## config.mk

```make
export PLATFORM = sky130hd
export DESIGN_NAME = xfer_dispatch
export DESIGN_NICKNAME = d
export VERILOG_FILES = /design/src/rtl/xfer_pkg.sv /design/src/rtl/xfer_word_decode.sv /design/src/rtl/xfer_port_map.sv /design/src/rtl/xfer_port_latch.sv /design/src/rtl/xfer_burst_ctl.sv /design/src/rtl/xfer_dispatch.sv
export SDC_FILE = /design/constraint.sdc
export NUM_CORES = 2
export LEC_CHECK = 0
export ABC_AREA = 1
export BUFFER_PORTS_ARGS = -buffer_cell sky130_fd_sc_hd__buf_4
export CAP_MARGIN = 20
export CORE_MARGIN = 4
export CORE_UTILIZATION = 30
export DETAILED_ROUTE_END_ITERATION = 10
export SYNTH_ARGS = -nofsm -noshare
export SYNTH_HDL_FRONTEND = slang
export SYNTH_HIERARCHICAL = 1
export SYNTH_SLANG_ARGS = --single-unit
```

## constraint.sdc

```tcl
create_clock -name clk -period 2.55 [get_ports clk]
set_input_delay 0.3825 -clock clk [delete_from_list [all_inputs] [get_ports clk]]
set_output_delay 0.3825 -clock clk [all_outputs]
set_load 0.05 [all_outputs]
```

## src/rtl/xfer_pkg.sv

```systemverilog
package xfer_pkg;
  localparam int WORD_W = 16;
  localparam int PORT_W = 8;

  typedef enum logic [1:0] {
    END_NONE  = 2'b00,
    END_ABORT = 2'b01,
    END_TWO   = 2'b10,
    END_ONE   = 2'b11
  } end_code_e;

  typedef struct packed {
    logic              is_data;
    logic              is_pay;
    logic              is_idle;
    logic              is_rsvd;
    logic              sop;
    end_code_e         code;
    logic [PORT_W-1:0] port;
  } word_info_t;
endpackage

```

## src/rtl/xfer_word_decode.sv

```systemverilog
module xfer_word_decode
  import xfer_pkg::*;
(
  input  logic              vld,
  input  logic              ctl,
  input  logic [WORD_W-1:0] word,
  output word_info_t        info
);
  logic is_ctl;

  always_comb begin
    is_ctl       = vld & ctl;
    info.is_data = vld & ~ctl;
    info.is_pay  = is_ctl & word[15];
    info.is_rsvd = is_ctl & ~word[15] & word[12];
    info.is_idle = is_ctl & ~word[15] & ~word[12];
    info.sop     = word[12];
    info.code    = end_code_e'(word[14:13]);
    info.port    = word[11:4];
  end
endmodule

```

## src/rtl/xfer_port_map.sv

```systemverilog
module xfer_port_map
  import xfer_pkg::*;
#(
  parameter int LID_W = 6
) (
  input  logic              clk,
  input  logic              rst_n,
  input  logic              we,
  input  logic [PORT_W-1:0] waddr,
  input  logic              wact,
  input  logic [LID_W-1:0]  wlid,
  input  logic [PORT_W-1:0] raddr,
  output logic              ract,
  output logic [LID_W-1:0]  rlid
);
  localparam int DEPTH = 1 << PORT_W;

  logic [DEPTH-1:0] act_q;
  logic [LID_W-1:0] lid_q [DEPTH];

  always_ff @(posedge clk or negedge rst_n) begin
    if (!rst_n) begin
      act_q <= '0;
    end else if (we) begin
      act_q[waddr] <= wact;
    end
  end

  always_ff @(posedge clk) begin
    if (we) begin
      lid_q[waddr] <= wlid;
    end
  end

  assign ract = act_q[raddr];
  assign rlid = lid_q[raddr];
endmodule

```

## src/rtl/xfer_port_latch.sv

```systemverilog
module xfer_port_latch #(
  parameter int PW = 8
) (
  input  logic          clk,
  input  logic          rst_n,
  input  logic          hit,
  input  logic [PW-1:0] hit_port,
  input  logic          clr,
  output logic          held,
  output logic [PW-1:0] held_port
);
  logic          held_d;
  logic [PW-1:0] port_d;

  always_comb begin
    held_d = held;
    port_d = held_port;
    if (hit) begin
      held_d = 1'b1;
      port_d = hit_port;
    end else if (clr) begin
      held_d = 1'b0;
      port_d = '0;
    end
  end

  always_ff @(posedge clk or negedge rst_n) begin
    if (!rst_n) begin
      held      <= 1'b0;
      held_port <= '0;
    end else begin
      held      <= held_d;
      held_port <= port_d;
    end
  end
endmodule

```

## src/rtl/xfer_burst_ctl.sv

```systemverilog
module xfer_burst_ctl
  import xfer_pkg::*;
#(
  parameter int LID_W = 6,
  parameter int LEN_W = 16
) (
  input  logic              clk,
  input  logic              rst_n,
  input  word_info_t        info,
  input  logic [WORD_W-1:0] word,
  input  logic              map_act,
  input  logic [LID_W-1:0]  map_lid,
  output logic              o_vld,
  output logic [WORD_W-1:0] o_data,
  output logic              o_sop,
  output logic              o_eop,
  output logic [LEN_W-1:0]  o_len,
  output logic              o_err,
  output logic [LID_W-1:0]  o_lid,
  output logic              o_bus,
  output logic              o_inact,
  output logic              drop_hit,
  output logic [PORT_W-1:0] drop_port
);
  // burst state
  logic              exp_q, exp_d;
  logic              burst_q, burst_d;
  logic              act_q;
  logic [LID_W-1:0]  lid_q;
  logic [PORT_W-1:0] port_q;
  logic              sop_q, sop_d;
  logic              abort_q, abort_d;
  logic              perr_q, perr_d;
  logic [LEN_W-1:0]  len_q, len_d;
  // held-back word
  logic              pv_q, pv_d;
  logic [WORD_W-1:0] pd_q;
  logic              ps_q, pe_q;
  logic [LID_W-1:0]  pl_q;
  // per-cycle decisions
  logic              cap, ld, rel, rel_eop, rel_one, bus_d, inact_d, new_err;
  logic [LEN_W-1:0]  len_step, len_sum;

  always_comb begin
    exp_d   = exp_q;
    burst_d = burst_q;
    sop_d   = sop_q;
    abort_d = abort_q;
    perr_d  = perr_q;
    pv_d    = pv_q;
    cap     = 1'b0;
    ld      = 1'b0;
    rel     = 1'b0;
    rel_eop = 1'b0;
    rel_one = 1'b0;
    bus_d   = 1'b0;
    inact_d = 1'b0;
    new_err = perr_q;
    if (info.is_rsvd) begin
      bus_d = 1'b1;
    end else if (info.is_pay || info.is_idle) begin
      bus_d   = exp_q;
      rel     = pv_q;
      rel_eop = pv_q && (info.code != END_NONE);
      rel_one = pv_q && (info.code == END_ONE);
      pv_d    = 1'b0;
      burst_d = 1'b0;
      if (info.code == END_ABORT) begin
        abort_d = 1'b1;
      end
      exp_d = info.is_pay;
      if (info.is_pay) begin
        cap   = 1'b1;
        sop_d = info.sop;
      end
    end else if (info.is_data) begin
      if (exp_q || burst_q) begin
        exp_d   = 1'b0;
        burst_d = 1'b1;
        if (act_q) begin
          rel   = pv_q;
          ld    = 1'b1;
          pv_d  = 1'b1;
          sop_d = 1'b0;
          if (sop_q) begin
            new_err = abort_q;
            perr_d  = abort_q;
            abort_d = 1'b0;
          end
        end else begin
          inact_d = 1'b1;
        end
      end else begin
        bus_d = 1'b1;
      end
    end
  end

  always_comb begin
    len_step = rel_one ? LEN_W'(1) : LEN_W'(2);
    len_sum  = (ps_q ? '0 : len_q) + len_step;
    len_d    = rel ? len_sum : len_q;
  end

  assign drop_hit  = inact_d;
  assign drop_port = port_q;

  always_ff @(posedge clk or negedge rst_n) begin
    if (!rst_n) begin
      exp_q   <= 1'b0;
      burst_q <= 1'b0;
      sop_q   <= 1'b0;
      abort_q <= 1'b0;
      perr_q  <= 1'b0;
      pv_q    <= 1'b0;
      len_q   <= '0;
    end else begin
      exp_q   <= exp_d;
      burst_q <= burst_d;
      sop_q   <= sop_d;
      abort_q <= abort_d;
      perr_q  <= perr_d;
      pv_q    <= pv_d;
      len_q   <= len_d;
    end
  end

  always_ff @(posedge clk or negedge rst_n) begin
    if (!rst_n) begin
      act_q  <= 1'b0;
      lid_q  <= '0;
      port_q <= '0;
    end else if (cap) begin
      act_q  <= map_act;
      lid_q  <= map_lid;
      port_q <= info.port;
    end
  end

  always_ff @(posedge clk or negedge rst_n) begin
    if (!rst_n) begin
      ps_q <= 1'b0;
      pe_q <= 1'b0;
      pl_q <= '0;
    end else if (ld) begin
      ps_q <= sop_q;
      pe_q <= new_err;
      pl_q <= lid_q;
    end
  end

  always_ff @(posedge clk) begin
    if (ld) begin
      pd_q <= word;
    end
  end

  always_ff @(posedge clk or negedge rst_n) begin
    if (!rst_n) begin
      o_vld   <= 1'b0;
      o_sop   <= 1'b0;
      o_eop   <= 1'b0;
      o_bus   <= 1'b0;
      o_inact <= 1'b0;
      o_data  <= '0;
      o_len   <= '0;
      o_err   <= 1'b0;
      o_lid   <= '0;
    end else begin
      o_vld   <= rel;
      o_sop   <= rel & ps_q;
      o_eop   <= rel_eop;
      o_bus   <= bus_d;
      o_inact <= inact_d;
      if (rel) begin
        o_data <= pd_q;
        o_len  <= len_sum;
        o_err  <= pe_q;
        o_lid  <= pl_q;
      end
    end
  end
endmodule

```

## src/rtl/xfer_dispatch.sv

```systemverilog
module xfer_dispatch
  import xfer_pkg::*;
#(
  parameter int LID_W = 6,
  parameter int LEN_W = 16
) (
  input  logic              clk,
  input  logic              rst_n,
  input  logic              in_vld,
  input  logic              in_ctl,
  input  logic [15:0]       in_word,
  input  logic              map_we,
  input  logic [7:0]        map_port,
  input  logic              map_active,
  input  logic [LID_W-1:0]  map_lid,
  input  logic              inact_clr,
  output logic              out_vld,
  output logic [15:0]       out_data,
  output logic              out_sop,
  output logic              out_eop,
  output logic [LEN_W-1:0]  out_len,
  output logic              out_err,
  output logic [LID_W-1:0]  out_lid,
  output logic              ev_bus_err,
  output logic              ev_inactive,
  output logic              inact_vld,
  output logic [7:0]        inact_port
);
  word_info_t        info;
  logic              lut_act;
  logic [LID_W-1:0]  lut_lid;
  logic              drop_hit;
  logic [PORT_W-1:0] drop_port;

  xfer_word_decode u_dec (
    .vld  (in_vld),
    .ctl  (in_ctl),
    .word (in_word),
    .info (info)
  );

  xfer_port_map #(.LID_W(LID_W)) u_map (
    .clk   (clk),
    .rst_n (rst_n),
    .we    (map_we),
    .waddr (map_port),
    .wact  (map_active),
    .wlid  (map_lid),
    .raddr (info.port),
    .ract  (lut_act),
    .rlid  (lut_lid)
  );

  xfer_burst_ctl #(.LID_W(LID_W), .LEN_W(LEN_W)) u_ctl (
    .clk       (clk),
    .rst_n     (rst_n),
    .info      (info),
    .word      (in_word),
    .map_act   (lut_act),
    .map_lid   (lut_lid),
    .o_vld     (out_vld),
    .o_data    (out_data),
    .o_sop     (out_sop),
    .o_eop     (out_eop),
    .o_len     (out_len),
    .o_err     (out_err),
    .o_lid     (out_lid),
    .o_bus     (ev_bus_err),
    .o_inact   (ev_inactive),
    .drop_hit  (drop_hit),
    .drop_port (drop_port)
  );

  xfer_port_latch #(.PW(PORT_W)) u_hold (
    .clk       (clk),
    .rst_n     (rst_n),
    .hit       (drop_hit),
    .hit_port  (drop_port),
    .clr       (inact_clr),
    .held      (inact_vld),
    .held_port (inact_port)
  );
endmodule

```

==> results.md <==
* Status: finished clean
* Relative slew slack at between 40 and 50%
* Std-Cell Rows at approximately 190
* Routed wire length at between 200 and 250 mm
* Switch share at between 20 and 25%
* DR DRC count at 0
* Static Leak at 0.03523 uW
* Starting Density at 30.24%
* Fin nets at 7,674
* Mapped Cells at roughly 7,200
* CP Launch Type: input port
* Slew @ Worst Pin at about 0.77 ns
* Final min period at between 2 and 2.5 ns
* Commonest non-fill, non-tap cell in the layout: nand2_1
* Seq cells post-synth at roughly 1,900
* Routed Antenna Nets at 0
* Cell Area, Synth at around 0.08 sq mm
* Port Buf Inserts at 89
* CP arrival at just over 3 ns
* Layout cells sized above 1 at between 10% and 20%
* Fin cells at around 11,000
* Die ar. at approximately 0.27 sq mm
* Synthesis-to-finish area growth at 18.89%
* Int Power at roughly 53,000 uW
* Vias/cell at 4.950
* DP Cell Count at between 10,000 and 15,000
* Overall routing resource usage at between 10% and 20%
* Hold Path Cell Cnt at 1
* Chip Width at between 500 and 600 microns
* Data required, critical path at ~3.3 ns
* Total power at about 70,000 uW
* First-pass GRT wire length at about 340 mm
* Largest net degree at the start of global routing at 108
* Vias in the first global route at 54,214
* IO Count at 90
* Routed len/inst at around 20 microns
* Crit-path max FO at 5
* Core ar. at roughly 0.26 sq mm
* Placer Congestion at between 0.9 and 1
* Comb pwr share at about a tenth
* Post-Route Skew at 0.03408 ns
* HP Class: in2reg
* H-tree levels at 4
* Worst Setup End Kind: flip-flop
* Post-route setup TNS at 0 ns
* Crit share post-route at 92.09%
* Final Hold Fails at 0
* Synth Net Count at approximately 7,300
* TritonCTS clock tree: built
* Capture point of the worst reg-to-reg path: u_ctl/o_len[14]
* Synth cell types at 32
* Max-cap violation count at 0
* Crit Path Category: in2reg
* Initial antenna violation count at 9
* Iter 0 DRT Violations at just under 6,000
* Die Y-Extent at 520.4 microns
* Sequential area share after synthesis at a little over two thirds
* Worst R2R Start: u_ctl/pv_q
* Power Dens Cells at around 750 mW/mm^2
* Total number of yosys warnings at 6
* Worst r2r path cells at 16
* Clock share of power at between 40% and 50%
* Peak supply drop at 830.6 uV
* Finished Core Util at a little over a third
* Clk Latency, worst-skew pair at 0.84 ns
* Seq pwr share at about half
* Pre-antenna DRT Iters at 6
* WHS Endpoint: u_map/lid_q[248][3]
* CTS Buf Count at around 190
* Leading cell types in the layout, fill and taps excluded: nand2_1, nand3_1, edfxtp_1
* Worst Hold Launch: map_lid[3]
* CTS root buf: clkbuf_16
* Final Setup Violations at 0
* Total vias in the final route at between 50,000 and 60,000
* Final Max Tran Viols at 0
* Synthesized area per cell at 10.88 sq um
* Congestion Overflow GR at 0
* Switch Pwr at around 17,000 uW
* Clk sinks at between 1,500 and 2,000
* CTS clk-pin slew, worst paths at 0.06 ns
* Post-DP HPWL at roughly 150 mm
* Max clock buf depth at 3
* Number of setup buffers added after CTS at 0
* Max Clock Freq at ~430 MHz
* R2r setup slk at approximately 0.32 ns
==> cells in the mapped netlist <==
| master | instances | area, sq um |
|---|---|---|
| nor2_4 | 2 | 22.52 |
| fa_1 | 1 | 20.02 |
| inv_4 | 1 | 6.260 |
| buf_1 | 41 | 153.9 |
| xor2_1 | 6 | 52.55 |
| buf_8 | 4 | 60.06 |
| o21ai_0 | 22 | 110.1 |
| mux2_2 | 9 | 101.4 |
| nor4_1 | 1 | 6.260 |
| nand3_2 | 1 | 10.01 |
| buf_2 | 203 | 1016 |
| dfrtp_1 | 338 | 8458 |
| nor3_1 | 5 | 25.02 |
| buf_6 | 46 | 518.0 |
| nand3_1 | 1743 | 8723 |
| a21oi_1 | 267 | 1336 |
| nand4_1 | 3 | 18.77 |
| inv_1 | 112 | 420.4 |
| o21bai_1 | 1 | 7.510 |
| nand2_2 | 5 | 31.28 |
| buf_4 | 51 | 382.9 |
| nor2_8 | 2 | 40.04 |
| edfxtp_1 | 1552 | 46600 |
| nor2_1 | 602 | 2260 |
| clkbuf_1 | 131 | 491.7 |
| buf_12 | 1 | 20.02 |
| and2_1 | 1 | 6.260 |
| nand2_1 | 2074 | 7785 |
| nor2_2 | 3 | 18.77 |
| inv_2 | 7 | 26.28 |
| ha_1 | 2 | 25.02 |
| clkinv_1 | 1 | 3.750 |
==> power by group through the flow <==
stage          clock network (uW)  registers [uW]  logic [uW]
3_5_place_dp                    0           35300        6840
2_1_floorplan                   0           36000        3070
4_1_cts                     29000           34600        6900
3_3_place_gp                    0           35300        6750
5_1_grt                     30300           34700        7470
6_report                    28500           34600        6910
==> area by class of cell <==
type | instances | area (sq um)
clock buffers | 265 | 5266
fillers | 25255 | 166800
repair buffers | 685 | 6710
well taps | 3496 | 4374
diodes | 1 | 2.502
flip-flops and latches | 1890 | 55060
clock inverters | 88 | 1117
multi-input cells | 4750 | 20610
inverters | 121 | 495.5
==> cell families (layout without fill, tap and decap cells) <==
kind of cell             after synthesis  after routing  share of synthesized area (%)
AND/OR/NAND/NOR                     4442           4442                          24.06
buffers and inverters                598           1159                          3.935
AO/OA/AOI/OAI                        290            290                          1.846
other                                  0              1                              0
XOR/XNOR                               6              6                        0.06672
multiplexers                           9              9                         0.1287
adder cells (fa/ha/maj)                3              3                        0.05719
flip-flops                          1890           1890                          69.91
==> critical path, cell delays in order <==
cell	delay (ns)
dlygate4sd3_1	0.53
buf_4	0.14
inv_1	0.06
nand3_1	0.11
nor2_2	0.15
nor2_4	0.05
inv_2	0.06
nand2_1	0.07
nor3_2	0.16
ha_1	0.20
inv_1	0.05
fa_1	0.36
inv_1	0.09
nand3_1	0.08
nor2_2	0.15
buf_4	0.15
nand3_1	0.07
nand2_1	0.06
nand2_1	0.06
nand2_1	0.06
nand2_1	0.04
==> flip-flops by register name, indices dropped and copies added (netlist names), 6 cells and up <==
name / count
u_map/lid_q: 1536
u_ctl/lid_q: 6
u_ctl/o_data: 16
u_ctl/pd_q: 16
u_ctl/o_lid: 6
u_hold/held_port: 8
u_ctl/o_len: 16
u_ctl/pl_q: 6
u_ctl/drop_port: 8
u_map/act_q: 256
==> through the flow <==
stage	hold slack (ns)	area [sq um]	setup slack (ns)
2_1_floorplan	0.08691	78770	0.02919
3_3_place_gp	0.2836	87030	-0.2820
3_5_place_dp	0.2881	87030	-0.1960
4_1_cts	0.007111	93640	0.2537
5_1_grt	0.03719	93640	-0.003045
6_report	0.04233	93640	0.2018
==> per-layer routing <==
metal	track usage, %	part of all wire (%)
met5	0	0.018
met1	21.69	41
met4	5.786	3.4
met3	3.002	7.9
met2	26.69	47
==> what timing repair did <==
item | CTS | global route
hold endpoints to repair | 388 | 0
resized for setup | 0 | 1
hold buffers | 22 | 0
endpoints found under the setup margin | 0 | 1
==> worst max-delay path by stage <==
stage,from,endpoint,cells past startpoint,slack [ns]
after global routing,in_ctl,u_ctl/o_len[14],19,-0.003
after detailed placement,in_word[4],u_ctl/act_q,17,-0.20
final,in_word[15],u_ctl/o_len[14],21,0.20
after floorplan,in_word[15],u_ctl/o_len[10],14,0.03
after CTS,in_word[15],u_ctl/o_len[14],21,0.25
after global placement,in_word[15],u_ctl/o_len[14],20,-0.28
Power figures use the tool's default switching activity.
